## config.mk

```make
export PLATFORM = sky130hd
export DESIGN_NAME = phy_mgmt_regs
export DESIGN_NICKNAME = d
export VERILOG_FILES = /design/src/rtl/phy_mgmt_pkg.sv /design/src/rtl/phy_strap_latch.sv /design/src/rtl/phy_mdio_fsm.sv /design/src/rtl/phy_irq_ctrl.sv /design/src/rtl/phy_mgmt_regs.sv
export SDC_FILE = /design/constraint.sdc
export NUM_CORES = 1
export LEC_CHECK = 0
export ABC_AREA = 1
export BUFFER_PORTS_ARGS = -buffer_cell sky130_fd_sc_hd__clkbuf_2
export CORE_MARGIN = 10
export CORE_UTILIZATION = 25
export CTS_BUF_LIST = sky130_fd_sc_hd__clkbuf_2
export DETAILED_ROUTE_END_ITERATION = 10
export SYNTH_ARGS = -nofsm -noshare
export SYNTH_HDL_FRONTEND = slang
export SYNTH_SLANG_ARGS = --single-unit
```

## constraint.sdc

```tcl
create_clock -name clk -period 1.7 [get_ports clk]
set_input_delay 0.34 -clock clk [delete_from_list [all_inputs] [get_ports clk]]
set_output_delay 0.34 -clock clk [all_outputs]
set_load 0.02 [all_outputs]
```

## src/rtl/phy_mgmt_pkg.sv

```systemverilog
package phy_mgmt_pkg;

    localparam int REG_W  = 16;
    localparam int ADDR_W = 5;

    typedef enum logic [2:0] {
        ST_PRE,
        ST_START,
        ST_OP,
        ST_PHY,
        ST_REG,
        ST_TA,
        ST_DATA
    } mdio_state_e;

    localparam logic [1:0] OP_RD = 2'b10;
    localparam logic [1:0] OP_WR = 2'b01;

    localparam logic [ADDR_W-1:0] RA_CTRL = 5'h00;
    localparam logic [ADDR_W-1:0] RA_STAT = 5'h01;
    localparam logic [ADDR_W-1:0] RA_ADV  = 5'h04;
    localparam logic [ADDR_W-1:0] RA_LPA  = 5'h05;
    localparam logic [ADDR_W-1:0] RA_IRQ  = 5'h1B;
    localparam logic [ADDR_W-1:0] RA_MISC = 5'h1F;

    localparam logic [REG_W-1:0] CTRL_WMASK = 16'h7D00;
    localparam logic [REG_W-1:0] ADV_WMASK  = 16'h01E0;
    localparam logic [REG_W-1:0] ADV_SEL    = 16'h0001;
    localparam logic [REG_W-1:0] STAT_FIXED = 16'hF009;
    localparam int               POL_BIT    = 9;

endpackage

```

## src/rtl/phy_strap_latch.sv

```systemverilog
module phy_strap_latch
    import phy_mgmt_pkg::*;
#(
    parameter int AW = ADDR_W,
    parameter int RW = REG_W
) (
    input  logic          clk,
    input  logic          rst_n,
    input  logic [AW-1:0] strap_phyad,
    input  logic          strap_speed,
    input  logic          strap_duplex,
    input  logic          strap_aneg,
    output logic [AW-1:0] my_addr,
    output logic [RW-1:0] ctrl_seed,
    output logic [RW-1:0] adv_seed
);

    // Address follows the strap pins for as long as reset is low.
    always_ff @(posedge clk) begin
        if (!rst_n) begin
            my_addr <= strap_phyad;
        end
    end

    always_comb begin
        ctrl_seed     = '0;
        ctrl_seed[13] = strap_speed;
        ctrl_seed[12] = strap_aneg;
        ctrl_seed[8]  = strap_duplex;
        adv_seed      = '0;
        adv_seed[8]   = strap_speed & strap_duplex;
        adv_seed[7]   = strap_speed;
        adv_seed[6]   = strap_duplex;
        adv_seed[5]   = 1'b1;
    end

    // once out of reset the address never moves
    p_addr_stable_r1: assert property (@(posedge clk) disable iff (!rst_n)
        rst_n |=> $stable(my_addr));

endmodule

```

## src/rtl/phy_mdio_fsm.sv

```systemverilog
module phy_mdio_fsm
    import phy_mgmt_pkg::*;
#(
    parameter int PRE_LEN = 32,
    parameter int DW      = REG_W,
    parameter int AW      = ADDR_W
) (
    input  logic          clk,
    input  logic          rst_n,
    input  logic          bit_stb,
    input  logic          bit_in,
    input  logic [AW-1:0] my_addr,
    input  logic [DW-1:0] rd_data,
    output logic          rd_req,
    output logic          wr_req,
    output logic [AW-1:0] reg_addr,
    output logic [DW-1:0] wr_data,
    output logic          mdio_o,
    output logic          mdio_oe
);

    localparam int PW = $clog2(PRE_LEN + 1);
    localparam int CW = $clog2(DW);

    mdio_state_e   st_q, st_d;
    logic [PW-1:0] pre_q;
    logic [CW-1:0] cnt_q;
    logic          field_end;
    logic          pre_full;
    logic [DW-1:0] in_sh;
    logic [DW-1:0] out_sh;
    logic [1:0]    op_q;
    logic          hit_q;

    assign pre_full = (pre_q == PW'(PRE_LEN));

    always_comb begin
        unique case (st_q)
            ST_OP:   field_end = (cnt_q == CW'(1));
            ST_PHY:  field_end = (cnt_q == CW'(AW - 1));
            ST_REG:  field_end = (cnt_q == CW'(AW - 1));
            ST_TA:   field_end = (cnt_q == CW'(1));
            ST_DATA: field_end = (cnt_q == CW'(DW - 1));
            default: field_end = 1'b1;
        endcase
    end

    // next-state decision, evaluated on each bit strobe
    always_comb begin
        st_d = st_q;
        if (bit_stb) begin
            unique case (st_q)
                ST_PRE:   if (!bit_in && pre_full) st_d = ST_START;
                ST_START: st_d = bit_in ? ST_OP : ST_PRE;
                ST_OP:    if (field_end) st_d = ST_PHY;
                ST_PHY:   if (field_end) st_d = ST_REG;
                ST_REG:   if (field_end) st_d = ST_TA;
                ST_TA:    if (field_end) st_d = ST_DATA;
                ST_DATA:  if (field_end) st_d = ST_PRE;
                default:  st_d = ST_PRE;
            endcase
        end
    end

    // state register with its field and preamble counters
    always_ff @(posedge clk) begin
        if (!rst_n) begin
            st_q  <= ST_PRE;
            pre_q <= '0;
            cnt_q <= '0;
        end else begin
            st_q <= st_d;
            if (bit_stb) begin
                cnt_q <= (st_d != st_q) ? '0 : cnt_q + CW'(1);
                if (st_q == ST_PRE && bit_in) begin
                    pre_q <= pre_full ? pre_q : pre_q + PW'(1);
                end else begin
                    pre_q <= '0;
                end
            end
        end
    end

    // read request fires on the first turnaround strobe of a matching read
    assign rd_req = bit_stb && (st_q == ST_TA) && (cnt_q == '0)
                    && (op_q == OP_RD) && hit_q;

    // outputs and field capture
    always_ff @(posedge clk) begin
        if (!rst_n) begin
            in_sh    <= '0;
            out_sh   <= '0;
            op_q     <= '0;
            hit_q    <= 1'b0;
            reg_addr <= '0;
            wr_data  <= '0;
            wr_req   <= 1'b0;
            mdio_o   <= 1'b0;
            mdio_oe  <= 1'b0;
        end else begin
            wr_req <= 1'b0;
            if (bit_stb) begin
                in_sh <= {in_sh[DW-2:0], bit_in};
                unique case (st_q)
                    ST_OP: begin
                        if (field_end) op_q <= {in_sh[0], bit_in};
                    end
                    ST_PHY: begin
                        if (field_end) hit_q <= ({in_sh[AW-2:0], bit_in} == my_addr);
                    end
                    ST_REG: begin
                        if (field_end) reg_addr <= {in_sh[AW-2:0], bit_in};
                    end
                    ST_TA: begin
                        if (rd_req) begin
                            out_sh  <= rd_data;
                            mdio_oe <= 1'b1;
                            mdio_o  <= 1'b0;
                        end else if (mdio_oe) begin
                            mdio_o <= out_sh[DW-1];
                            out_sh <= {out_sh[DW-2:0], 1'b0};
                        end
                    end
                    ST_DATA: begin
                        if (field_end) begin
                            mdio_oe <= 1'b0;
                            mdio_o  <= 1'b0;
                            if (op_q == OP_WR && hit_q) begin
                                wr_req  <= 1'b1;
                                wr_data <= {in_sh[DW-2:0], bit_in};
                            end
                        end else if (mdio_oe) begin
                            mdio_o <= out_sh[DW-1];
                            out_sh <= {out_sh[DW-2:0], 1'b0};
                        end
                    end
                    default: ;
                endcase
            end
        end
    end

    // line driven only inside turnaround or data
    p_oe_window_r4: assert property (@(posedge clk) disable iff (!rst_n)
        mdio_oe |-> (st_q == ST_TA || st_q == ST_DATA));

    // the first driven bit is a zero
    p_ta_low_r4: assert property (@(posedge clk) disable iff (!rst_n)
        $rose(mdio_oe) |-> !mdio_o);

    // read and write never coincide
    p_no_dual_r11: assert property (@(posedge clk) disable iff (!rst_n)
        !(rd_req && wr_req));

    // driving starts only for a matching read
    p_drive_hit_r11: assert property (@(posedge clk) disable iff (!rst_n)
        $rose(mdio_oe) |-> (hit_q && op_q == OP_RD));

endmodule

```

## src/rtl/phy_irq_ctrl.sv

```systemverilog
module phy_irq_ctrl #(
    parameter int NEV = 8
) (
    input  logic           clk,
    input  logic           rst_n,
    input  logic           en_we,
    input  logic [NEV-1:0] en_wdata,
    input  logic           pol_we,
    input  logic           pol_wdata,
    input  logic           clr,
    input  logic [NEV-1:0] evt,
    output logic [NEV-1:0] en_q,
    output logic [NEV-1:0] cond_q,
    output logic           pol_q,
    output logic           irq_o
);

    logic any_active;

    always_ff @(posedge clk) begin
        if (!rst_n) begin
            en_q   <= '0;
            cond_q <= '0;
            pol_q  <= 1'b0;
        end else begin
            if (en_we)  en_q  <= en_wdata;
            if (pol_we) pol_q <= pol_wdata;
            cond_q <= (cond_q & ~{NEV{clr}}) | evt;
        end
    end

    assign any_active = |(en_q & cond_q);
    assign irq_o      = pol_q ? any_active : ~any_active;

    // without a clearing read no condition bit drops
    p_cond_hold_r8: assert property (@(posedge clk) disable iff (!rst_n)
        !clr |=> (($past(cond_q) & ~cond_q) == '0));

    // an event always lands, even in the clearing cycle
    p_evt_set_r8: assert property (@(posedge clk) disable iff (!rst_n)
        (evt != '0) |=> ((cond_q & $past(evt)) == $past(evt)));

endmodule

```

## src/rtl/phy_mgmt_regs.sv

```systemverilog
module phy_mgmt_regs
    import phy_mgmt_pkg::*;
#(
    parameter int PRE_LEN     = 32,
    parameter int SYNC_STAGES = 2
) (
    input  logic              clk,
    input  logic              rst_n,
    input  logic              mdc,
    input  logic              mdio_i,
    output logic              mdio_o,
    output logic              mdio_oe,
    input  logic [ADDR_W-1:0] strap_phyad,
    input  logic              strap_speed,
    input  logic              strap_duplex,
    input  logic              strap_aneg,
    input  logic              link_up,
    input  logic              aneg_done,
    input  logic [REG_W-1:0]  lp_ability,
    input  logic [REG_W/2-1:0] irq_evt,
    output logic              irq_o
);

    localparam int NEV = REG_W / 2;

    logic [SYNC_STAGES-1:0] mdc_sync;
    logic [SYNC_STAGES-1:0] dat_sync;
    logic                   mdc_prev;
    logic                   bit_stb;

    logic [ADDR_W-1:0] my_addr;
    logic [REG_W-1:0]  ctrl_seed, adv_seed;
    logic [REG_W-1:0]  ctrl_q, adv_q;
    logic [REG_W-1:0]  rd_data, wr_data;
    logic [ADDR_W-1:0] reg_addr;
    logic              rd_req, wr_req;
    logic [NEV-1:0]    en_q, cond_q;
    logic              pol_q;
    logic [REG_W-1:0]  stat_word;

    // bus synchronizer and rising-edge strobe
    always_ff @(posedge clk) begin
        if (!rst_n) begin
            mdc_sync <= '0;
            dat_sync <= '1;
            mdc_prev <= 1'b0;
        end else begin
            mdc_sync <= {mdc_sync[SYNC_STAGES-2:0], mdc};
            dat_sync <= {dat_sync[SYNC_STAGES-2:0], mdio_i};
            mdc_prev <= mdc_sync[SYNC_STAGES-1];
        end
    end

    assign bit_stb = mdc_sync[SYNC_STAGES-1] & ~mdc_prev;

    phy_strap_latch #(.AW(ADDR_W), .RW(REG_W)) u_strap (
        .clk         (clk),
        .rst_n       (rst_n),
        .strap_phyad (strap_phyad),
        .strap_speed (strap_speed),
        .strap_duplex(strap_duplex),
        .strap_aneg  (strap_aneg),
        .my_addr     (my_addr),
        .ctrl_seed   (ctrl_seed),
        .adv_seed    (adv_seed)
    );

    phy_mdio_fsm #(.PRE_LEN(PRE_LEN), .DW(REG_W), .AW(ADDR_W)) u_fsm (
        .clk     (clk),
        .rst_n   (rst_n),
        .bit_stb (bit_stb),
        .bit_in  (dat_sync[SYNC_STAGES-1]),
        .my_addr (my_addr),
        .rd_data (rd_data),
        .rd_req  (rd_req),
        .wr_req  (wr_req),
        .reg_addr(reg_addr),
        .wr_data (wr_data),
        .mdio_o  (mdio_o),
        .mdio_oe (mdio_oe)
    );

    phy_irq_ctrl #(.NEV(NEV)) u_irq (
        .clk      (clk),
        .rst_n    (rst_n),
        .en_we    (wr_req && reg_addr == RA_IRQ),
        .en_wdata (wr_data[REG_W-1:NEV]),
        .pol_we   (wr_req && reg_addr == RA_MISC),
        .pol_wdata(wr_data[POL_BIT]),
        .clr      (rd_req && reg_addr == RA_IRQ),
        .evt      (irq_evt),
        .en_q     (en_q),
        .cond_q   (cond_q),
        .pol_q    (pol_q),
        .irq_o    (irq_o)
    );

    // writable registers, seeded from straps while reset is low
    always_ff @(posedge clk) begin
        if (!rst_n) begin
            ctrl_q <= ctrl_seed;
            adv_q  <= adv_seed;
        end else if (wr_req) begin
            if (reg_addr == RA_CTRL) ctrl_q <= wr_data & CTRL_WMASK;
            if (reg_addr == RA_ADV)  adv_q  <= wr_data & ADV_WMASK;
        end
    end

    always_comb begin
        stat_word    = STAT_FIXED;
        stat_word[2] = link_up;
        stat_word[5] = aneg_done;
    end

    always_comb begin
        rd_data = '0;
        case (reg_addr)
            RA_CTRL: rd_data = ctrl_q;
            RA_STAT: rd_data = stat_word;
            RA_ADV:  rd_data = adv_q | ADV_SEL;
            RA_LPA:  rd_data = lp_ability;
            RA_IRQ:  rd_data = {en_q, cond_q};
            RA_MISC: rd_data[POL_BIT] = pol_q;
            default: rd_data = '0;
        endcase
    end

    // a write elsewhere leaves the advertisement untouched
    p_adv_keep_r5: assert property (@(posedge clk) disable iff (!rst_n)
        (wr_req && reg_addr != RA_ADV) |=> $stable(adv_q));

    // a write elsewhere leaves the control word untouched
    p_ctrl_keep_r5: assert property (@(posedge clk) disable iff (!rst_n)
        (wr_req && reg_addr != RA_CTRL) |=> $stable(ctrl_q));

endmodule

```

## After elaboration in Yosys (flattened, before gate mapping)

Index checks and enable logic that the tools add are counted.

| operators by class | value |
|---|---|
| $add $sub $neg | 2 |
| equal/unequal tests | 26 |
| muxes and demuxes | 35 |
| bitwise operators | 8 |
| reduce and logical (&&, ||, !) cells | 31 |

Operators with widths:

| operator | number |
|---|---|
| two-way mux 16 bit | 3 |
| case mux 9 bit (5 select lines) | 1 |
| two-way mux 14 bit | 3 |
| case mux 16 bit (2 select lines) | 1 |
| two-way mux 9 bit | 3 |
| case mux 6 bit (4 select lines) | 1 |
| two-way mux 3 bit | 7 |
| case mux 3 bit (7 select lines) | 1 |
| AND 8 bit | 2 |
| two-way mux 6 bit | 2 |
| AND reduction 2 bit | 6 |
| AND reduction 3 bit | 4 |
| AND reduction 4 bit | 3 |
| equality test 5 x 3 -> 1 bit (second input constant) | 2 |
| equality test 5 bit (second input constant) | 2 |
| logical AND 1 bit | 10 |
| equality test 3 bit (second input constant) | 3 |
| inequality test 2 x 1 -> 1 bit (second input constant) | 4 |
| NOT 8 bit | 1 |
| bitwise OR 8 bit | 1 |
| OR reduction 8 bit | 1 |
| two-way mux 1 bit | 7 |
| adder 6 x 1 -> 6 bit (second input constant) | 1 |
| equality test 3 x 2 -> 1 bit (second input constant) | 2 |
| 24 further kinds | 31 |

| word-level totals | value |
|---|---|
| register bits | 108 |
| input port bits | 38 |
| output and inout bits | 3 |
| word-level logic and storage cells | 125 |

## Longest topological paths before layout

Gate-level depths: netlist of run 1.

| logic depth | value |
|---|---|
| depth after elaboration | 10 |
| mapped depth | 14 |
| mapped depth without buffers | 13 |

## Hierarchy

A second synthesis of run 1 with hierarchy kept.

| second synthesis, totals | value |
|---|---|
| cells, all modules | 903 |
| area, all modules | 6734.0 sq um |

By module, submodules not included:

| module | times used | cells an instance | area each (sq um) | seq. area each (sq um) |
|---|---|---|---|---|
| phy_mdio_fsm | 1 | 490 | 3569.7 | 1421.4 |
| phy_mgmt_regs | 1 | 290 | 2155.8 | 1031.0 |
| phy_irq_ctrl | 1 | 82 | 606.8 | 340.3 |
| phy_strap_latch | 1 | 41 | 401.6 | 150.1 |

## Least setup slack after synthesis of run 1

No wires, ideal clock.

| path | value |
|---|---|
| path kind | reg-to-reg |
| from | register u_fsm.st_q[1] |
| to | register u_fsm.out_sh[14] |
| library setup time | 0.115 ns |
| arrival time | 1.532 ns |
| required time | 1.585 ns |
| slack | 0.054 ns |
| cell stages (with the launch flop) | 15 |
| path buffers | 2 |
| period minus slack after synthesis | 1.646 ns |
| cell sequence | dfxtp_1 > buf_6 > inv_1 > nand3_4 > nand2_1 > inv_2 > nand2_1 > nand3_2 > nand2_4 > nand2_2 > nand2_2 > inv_2 > buf_4 > o21ai_1 > nor2_1 |

| on the way | value |
|---|---|
| longest elaborated chain between the ends | 7 |
| elaborated cells on any way between the ends | 17 |
| those cells by class | 6 x eq/ne; 3 x mux; 8 x reduce/logical |

Ends and longest elaborated chain:

| item | RTL line | source |
|---|---|---|
| start, declared | phy_mdio_fsm.sv:25 | `mdio_state_e st_q, st_d;` |
| start signal, assigned | phy_mdio_fsm.sv:72 | `st_q <= st_d;` |
| branches (longest 7 deep; another with equality test 3 x 2 -> 1 bit) | -- |  |
| end signal, assigned | phy_mdio_fsm.sv:116 | `out_sh <= rd_data;` |
| end signal, assigned | phy_mdio_fsm.sv:121 | `out_sh <= {out_sh[DW-2:0], 1'b0};` |
| end signal, assigned | phy_mdio_fsm.sv:134 | `out_sh <= {out_sh[DW-2:0], 1'b0};` |
| end, declared | phy_mdio_fsm.sv:31 | `logic [DW-1:0] out_sh;` |

Parallel ways; which one is timed is not known.
A chain may end at the register's enable or synchronous reset.

## Worst setup path in the final report of run 1

| path | value |
|---|---|
| from | register u_irq.cond_q[1] |
| to | output port irq_o |

| on the way | value |
|---|---|
| longest elaborated chain between the ends | 4 |

Ends and longest elaborated chain:

| item | RTL line | source |
|---|---|---|
| start, declared | phy_irq_ctrl.sv:13 | `output logic [NEV-1:0] cond_q,` |
| start signal, assigned | phy_irq_ctrl.sv:28 | `cond_q <= (cond_q & ~{NEV{clr}}) \| evt;` |
| AND 8 bit (*) | phy_irq_ctrl.sv:32 | `assign any_active = \|(en_q & cond_q);` |
| OR reduction 8 bit (*) | phy_irq_ctrl.sv:32 |  |
| NOT 1 bit | phy_irq_ctrl.sv:33 | `assign irq_o = pol_q ? any_active : ~any_active;` |
| two-way mux 1 bit (*) | phy_irq_ctrl.sv:33 |  |
| end, declared | phy_mgmt_regs.sv:21 | `output logic irq_o` |

Every way passes the cells marked *; elsewhere a longest branch is shown, timed or not.

==> metrics.log, run 1 <==
INFO  metric outcome = complete, but fails checks
INFO  metric violations_in_the_final_reports = setup timing
INFO  metric first_global_vias = 4324
INFO  metric report.final.hold_viol_count = 0
INFO  metric netlist_instances = 629
INFO  metric timing.critical_path.cells = inv_2 -> o22ai_1 -> a221oi_1 -> nand2_1 -> xor2_2 -> buf_6
INFO  metric buffers_on_ports = 40
INFO  metric fmaxAchievable = ~0.45 GHz
INFO  metric grt.overflow.total = 0
INFO  metric count_of_final_setup_violators = 16
INFO  metric ys.warnings.count = 0
INFO  metric final_antenna_net_count = 0
INFO  metric multi_input_comb_area = ~2700 sq um
INFO  metric hp-start = strap_speed
INFO  metric worst_r2r_endpoint = u_fsm.cnt_q[1]
INFO  metric flops_latches_synth = 103
INFO  metric regToRegStartpoint = u_fsm.st_q[1]
INFO  metric seq_area_frac_synth = 45.4%
INFO  metric worstHoldPathCells = 3
INFO  metric number_of_library_cell_types_mapped_by_synthesis = 45
INFO  metric final_cycle_utilization_of_the_critical_path = 131%
INFO  metric ff2ff_path_depth = 13
INFO  metric postSynth.asyncResetShare = 0%
INFO  metric ctsHtreeMaxLevel = 3
INFO  metric clkTransAtPathRegs = 0.31 ns
INFO  metric crit_slowest_cell = dfxtp_2
INFO  metric via_to_cell_ratio = about 4.7
INFO  metric numClockSinks = 103
INFO  metric ff_latch_area = 2200 sq um
INFO  metric timing.critical_path.slowest_cell_delay = 0.40 ns
INFO  metric tritoncts = yes
INFO  metric detailedPlace.worstSlack = -0.124 ns
INFO  metric router_iterations_before_antenna_repair = 5
INFO  metric cap_viol_max_count = 0
INFO  metric timing.hold.worst_endpoint = ctrl_q[13]
INFO  metric clock_path_buffers = 2
INFO  metric routedWlPerCell = 13.8 microns
INFO  metric post_route_cells_drive_above_1_share = a little over a third
INFO  metric min_path_type = in2reg
INFO  metric drt-initial-drc-count = between 300 and 400
INFO  metric most_frequent_cell_after_synthesis = nand2_1
INFO  metric hpwlAfterDp = ~9400 microns
INFO  metric total_leakage_power = around 0.0026 uW
INFO  metric slew_headroom = roughly 73%
INFO  metric postLayoutSetupSlackWorst = -0.533 ns
INFO  metric finClkSkew = 0.0438 ns
INFO  metric cts.root.buffer_cell = clkbuf_2
INFO  metric worst_setup_path_end_kind = output pin
INFO  metric worstPathArrival = 1.89 ns
INFO  metric final-max-slew-violation-count = 0
INFO  metric worst-setup-path-type = reg2out
INFO  metric routed-via-count = 4673
INFO  metric routed_wirelength = 13600 microns
INFO  metric worst_skew_pair.late_latency = 0.64 ns
INFO  metric dieWidth = 158 microns
INFO  metric die_height = 158 microns
INFO  metric cts_buffers = 9
INFO  metric detailed_place.area = 5640 sq um
INFO  metric synth_ff_type = dfxtp_1
INFO  metric antenna_found_initial = 1
INFO  metric global_route_wire_length_before_repair = approximately 21000 microns
INFO  metric effective_utilization_at_floorplan = 25.5%
INFO  metric grt_max_degree = 40
INFO  metric worst_slew_pin_slew = ~0.41 ns
INFO  metric mappedNetlistNets = 671
INFO  metric setup_slack_of_the_worst_register_to_register_path = -0.07 ns
INFO  metric floorplan.core_area = between 15000 and 20000 sq um
INFO  metric groute.usage.overall = 10.4%
INFO  metric critPathRequiredTime = 1.36 ns
INFO  metric io_pins = approximately 40
INFO  metric final_period_minus_worst_setup_slack = 2.23 ns
INFO  metric synth_commonest_cells = 101 x nand2_1, 92 x dfxtp_1, 76 x nor2_1, 65 x o21ai_0, 61 x a21oi_1
INFO  metric type_of_origin_of_the_critical_path = flip-flop
INFO  metric synth_top_cell_area_share = between 30% and 40%
INFO  metric global_placement_routability_congestion = 0.854
INFO  metric synth-edff-count = 11
INFO  metric rsz0062_at_grt = true
INFO  metric areaGrowthSynthToFinish = 41.1%
INFO  metric design_area = 6750 sq um
INFO  metric syn_area = between 4000 and 5000 sq um
INFO  metric drcViolationCount = 0
INFO  metric floorplan.die_area = between 20000 and 30000 sq um
INFO  metric post-synth-top-area-cell = dfxtp_1
INFO  metric num-fill-cells = 1931
INFO  metric worst-path-max-fanout = 2
INFO  metric power-per-cell-area = 602 nW/um^2
INFO  metric finish.net_count = 790
INFO  metric maximum_resistive_drop_on_vdd = approximately 360 uV
INFO  metric synthesis.area_per_instance = 7.61 sq um
INFO  metric rows = 50
INFO  metric yosys-top-cells-area = dfxtp_1 38%, nand2_1 7.9%, edfxtp_1 6.9%, o21ai_0 6.8%, a21oi_1 6.4%
[layout by cell type, fill, tap and decap left out, types with 4 or more instances in the layout]
cell type      count
nand2_1           89
dfxtp_1           76
nor2_1            61
buf_4             51
clkbuf_2          48
o21ai_0           45
inv_1             44
a21oi_1           43
o21ai_1           23
a21oi_2           20
dlygate4sd3_1     20
inv_2             17
buf_6             16
nand3_1           13
dfxtp_2           12
edfxtp_1          11
nor2_4            10
o211ai_1          10
o21ai_2            9
nand4_1            9
nand2_2            8
nand3_2            8
o22ai_1            7
nand2_4            7
buf_12             7
nor2_2             6
a221oi_1           5
or2_2              5
nand3_4            4
nor3_1             4
a31oi_1            4
a211oi_1           4
dfxtp_4            4
[per-stage QoR]
| step | utilization, % | setup TNS, ns | total power [uW] | instances | hold slack, ns |
|---|---|---|---|---|---|
| after detailed placement | 30.0 | -3.07 | 2900 | 931 | 0.406 |
| after floorplan | - | 0 | 2760 | 629 | 0.390 |
| after global placement | 30.0 | -1.43 | 2900 | 931 | 0.408 |
| final | 36.0 | -1.10 | 4070 | 988 | 0.0646 |
| after CTS | 32.3 | -0.636 | 4060 | 971 | 0.0133 |
| after global routing | 36.0 | -5.02 | 4240 | 988 | 0.0337 |
[power breakdown]
| group | total [uW] | switching [uW] | internal (uW) |
|---|---|---|---|
| Sequential | 2570 | 46.3 | 2530 |
| Combinational | 373 | 194 | 179 |
| Clock | 1120 | 894 | 229 |
| Total | 4070 | 1130 | 2930 |
[critical path, delay by kind of cell (launching register included)]
family / cells / cell delay [ns]
compound gates: 2 / 0.31
xor+xnor: 1 / 0.21
buf+inv: 2 / 0.19
flops: 1 / 0.40
simple gates: 1 / 0.14
[timing repair]
action | CTS | global route
endpoints found under the setup margin | 51 | 57
hold endpoints to repair | 19 | 0
hold buffers | 20 | 0
cloned | 1 | 0
resized for setup | 30 | 173
buffers inserted | 3 | 17
pin swaps | 7 | 35
[area by class of cell]
cell class / instances / share of cell area [%]
repair buffers: 136 / 17.3
clock inverters: 6 / 0.760
flip-flops and latches: 103 / 32.6
diodes: 1 / 0.0371
clock buffers: 10 / 0.741
multi-input cells: 433 / 40.3
inverters: 65 / 3.91
well taps: 234 / 4.33
[how the worst max path moves through the flow]
stage / end / start
2_1_floorplan: u_fsm.out_sh[14] / u_fsm.st_q[1]
3_3_place_gp: u_fsm.out_sh[0] / u_fsm.st_q[0]
3_5_place_dp: u_fsm.cnt_q[1] / u_fsm.st_q[2]
4_1_cts: irq_o / u_irq.cond_q[1]
5_1_grt: irq_o / u_irq.cond_q[1]
6_report: irq_o / u_irq.cond_q[1]
[routing by layer]
metal	track usage, %	vias up	part of all wire, %
li1	-	2379	-
met1	13.2	2204	45
met2	17.3	71	51
met3	1.32	19	2.3
met4	4.50	0	1.8
met5	0	-	0
[flip-flops by register name, indices dropped and copies added, names as in the netlist, 2 cells and up]
name,flops
u_fsm.out_sh,16
u_irq.en_q,8
u_fsm.op_q,2
mdc_sync,2
u_irq.cond_q,8
u_fsm.reg_addr,5
ctrl_q,6
u_fsm.pre_q,6
adv_q,4
u_fsm.wr_data,11
u_strap.my_addr,5
dat_sync,2
u_fsm.cnt_q,4
u_fsm.in_sh,15
u_fsm.st_q,3
[cells by family (layout without fill, tap and decap cells)]
group	count (synthesis)	in the layout	share of synthesized area, %
buf+inv	93	217	7.95
other cells	0	1	0
xor+xnor	4	4	0.732
flops	103	103	45.4
simple gates	241	241	22.8
compound gates	184	184	22.1
fa+ha+maj	4	4	1.05
Power figures use the tool's default switching activity.
==> run 2: changes to the inputs <==
--- a/config.mk
+++ b/config.mk
@@ -10,7 +10,9 @@
 export CORE_MARGIN = 10
 export CORE_UTILIZATION = 25
 export CTS_BUF_LIST = sky130_fd_sc_hd__clkbuf_2
+export CTS_CLUSTER_DIAMETER = 100
 export DETAILED_ROUTE_END_ITERATION = 10
+export GPL_TIMING_DRIVEN = 0
 export SYNTH_ARGS = -nofsm -noshare
 export SYNTH_HDL_FRONTEND = slang
 export SYNTH_SLANG_ARGS = --single-unit
==> metrics.log, run 2 (synthesis gave the netlist of run 1 again) <==
INFO  metric finClkSkew = between 0.05 and 0.06 ns
INFO  metric critPathRequiredTime = 1.36 ns
INFO  metric antenna_found_initial = 1
INFO  metric die_height = 158 microns
INFO  metric io_pins = 41
INFO  metric tns = -5.14 ns
INFO  metric min_path_type = in2reg
INFO  metric highest_count_cells_in_the_layout_ignoring_fill_and_taps = 85 x nand2_1, 73 x dfxtp_1, 64 x nor2_1
INFO  metric numClockSinks = between 100 and 150
INFO  metric reg.largest.list = u_fsm.out_sh: 16 flops, u_fsm.in_sh: 15 flops, u_fsm.wr_data: 11 flops
INFO  metric worst-setup-path-type = reg2out
INFO  metric hpwlAfterDp = between 9000 and 10000 microns
INFO  metric finish.net_count = 784
INFO  metric worstPathArrival = 1.80 ns
INFO  metric floorplan.core_area = ~19000 sq um
INFO  metric postLayoutSetupSlackWorst = -0.437 ns
INFO  metric timing.hold.worst_endpoint = u_fsm.out_sh[1]
INFO  metric via_to_cell_ratio = slightly below 5
INFO  metric power-per-cell-area = 674 nW/um^2
INFO  metric drcViolationCount = 0
INFO  metric final_period_minus_worst_setup_slack = 2.14 ns
INFO  metric hp-start = lp_ability[1]
INFO  metric rsz0062_at_grt = true
INFO  metric outcome = complete, but fails checks
INFO  metric groute.usage.overall = 11.4%
INFO  metric postLayoutCoreUtil = 35.4%
INFO  metric areaGrowthSynthToFinish = 38.8%
INFO  metric grt_max_degree = 18
INFO  metric worst_setup_path_end_kind = output pin
INFO  metric count_of_final_setup_violators = 38
INFO  metric dieWidth = 158 microns
INFO  metric total_leakage_power = 0.00254 uW
INFO  metric regToRegStartpoint = u_fsm.st_q[0]
INFO  metric report.final.hold_viol_count = 0
INFO  metric routed_wirelength = 14900 microns
INFO  metric timing.critical_path.cells = inv_2 -> o22ai_2 -> a221oi_2 -> nand2_1 -> xor2_1 -> buf_4
INFO  metric max_reg_flops = 16
INFO  metric detailedPlace.worstSlack = -0.347 ns
INFO  metric final_antenna_net_count = 0
INFO  metric floorplan.die_area = 25100 sq um
INFO  metric ctsHtreeMaxLevel = 3
INFO  metric cap_viol_max_count = 0
INFO  metric effective_utilization_at_floorplan = approximately a quarter
INFO  metric registers.top_by_ff_count = u_fsm.out_sh
INFO  metric final-max-slew-violation-count = 0
INFO  metric router_iterations_before_antenna_repair = 5
INFO  metric maximum_resistive_drop_on_vdd = between 300 and 400 uV
INFO  metric global_route_wire_length_before_repair = 22500 microns
INFO  metric worst_r2r_endpoint = u_fsm.mdio_o
INFO  metric cts.root.buffer_cell = clkbuf_2
INFO  metric type_of_origin_of_the_critical_path = flip-flop
INFO  metric final_cycle_utilization_of_the_critical_path = 126%
INFO  metric mostFrequentLayoutCell = nand2_1
INFO  metric tritoncts = yes
INFO  metric routed-via-count = 4752
INFO  metric multi_input_comb_area = 2740 sq um
INFO  metric buffers_on_ports = 40
INFO  metric ff_latch_area = between 2000 and 2500 sq um
INFO  metric global_placement_routability_congestion = 0.868
INFO  metric ff2ff_path_depth = 12
INFO  metric violations_in_the_final_reports = setup timing
INFO  metric num-fill-cells = 1946
INFO  metric worst-path-max-fanout = 2
INFO  metric clock_path_buffers = 2
INFO  metric rows = 50
INFO  metric cts_buffers = 9
INFO  metric setup_slack_of_the_worst_register_to_register_path = -0.18 ns
INFO  metric worst_skew_pair.late_latency = 0.64 ns
INFO  metric fmaxAchievable = 0.468 GHz
INFO  metric grt.overflow.total = 0
INFO  metric clkTransAtPathRegs = 0.28 ns
INFO  metric timing.critical_path.slowest_cell_delay = 0.40 ns
INFO  metric routedWlPerCell = about 15 microns
INFO  metric crit_slowest_cell = dfxtp_2
INFO  metric drt-initial-drc-count = approximately 370
INFO  metric first_global_vias = 4571
INFO  metric worstHoldPathCells = 5
INFO  metric worst_slew_pin_slew = 0.918 ns
INFO  metric post_route_cells_drive_above_1_share = between 30% and 40%
INFO  metric slew_headroom = 38.8%
## run 2: cell count changes in the layout (fill, tap and decap cells not counted), moves of 5 or more
cell	change
nand3_4	+5
clkbuf_2	+5
a21oi_1	+9
clkbuf_1	+15
buf_4	-20
o21ai_0	+6
o21ai_2	+9
buf_12	-5
a21oi_2	-9
o21ai_1	-17
nand3_2	-6
## run 2: how the worst max path moves through the flow
| stage | start | endpoint | slack, ns | depth (start not counted) |
|---|---|---|---|---|
| global placement | mdc_sync[1] | u_fsm.out_sh[8] | -0.32 | 8 |
| CTS | u_irq.cond_q[1] | irq_o | -0.55 | 6 |
| detailed placement | mdc_sync[1] | u_fsm.out_sh[7] | -0.35 | 8 |
| finish | u_irq.cond_q[1] | irq_o | -0.44 | 6 |
| floorplan | u_fsm.st_q[1] | u_fsm.out_sh[14] | 0.05 | 14 |
| global route | u_irq.cond_q[1] | irq_o | -0.55 | 6 |
## run 2: per-layer routing
metal  vias up  wire length (microns)  track usage, %
met5         -                      0               0
met3        35                    454            1.38
met4         0                    482            6.04
met2        97                   7530            19.7
met1      2243                   6480            13.4
li1       2377                      -               -
## run 2: metrics by stage
step / std cells / hold WS (ns) / power (uW) / instance area [sq um]
final: 982 / 0.0355 / 4480 / 6640
after global routing: 982 / 0.00308 / 4670 / 6640
after CTS: 960 / 0.00331 / 4460 / 6040
after detailed placement: 903 / 0.404 / 2870 / 5280
after global placement: 903 / 0.397 / 2870 / 5280
after floorplan: 629 / 0.390 / 2760 / 4790
## run 2: power by group
| group | total (uW) | leakage [uW] | internal, uW | switching [uW] |
|---|---|---|---|---|
| sequential | 2580 | 0.000864 | 2530 | 50.1 |
| clock | 1530 | 0.0000932 | 648 | 883 |
| combinational | 367 | 0.00158 | 163 | 204 |
| total | 4480 | 0.00254 | 3340 | 1140 |
## run 2: worst max-delay path: cells and delay by family, from the launching register on
kind / cells / cell delay, ns
and+or+nand+nor: 1 / 0.09
DFF: 1 / 0.40
xor gates and xnor gates: 1 / 0.17
buffers and inverters: 2 / 0.24
AOI/OAI and AO/OA: 2 / 0.27
## run 2: timing repair
action	4_1_cts	5_1_grt
buffers inserted	22	21
pin swaps	14	38
hold buffers	16	0
resized for setup	81	141
endpoints found under the setup margin	68	72
hold endpoints to repair	16	0
gates cloned	3	2
## run 2: cell type report
cell class              instances  area share [%]
flip-flops and latches        103            33.2
well taps                     234            4.41
plain buffers                  27            2.56
clock buffers                  10           0.754
clock inverters                 6            1.73
repair buffers                103            11.8
inverters                      65            4.28
multi-input cells             433            41.2
diodes                          1          0.0377
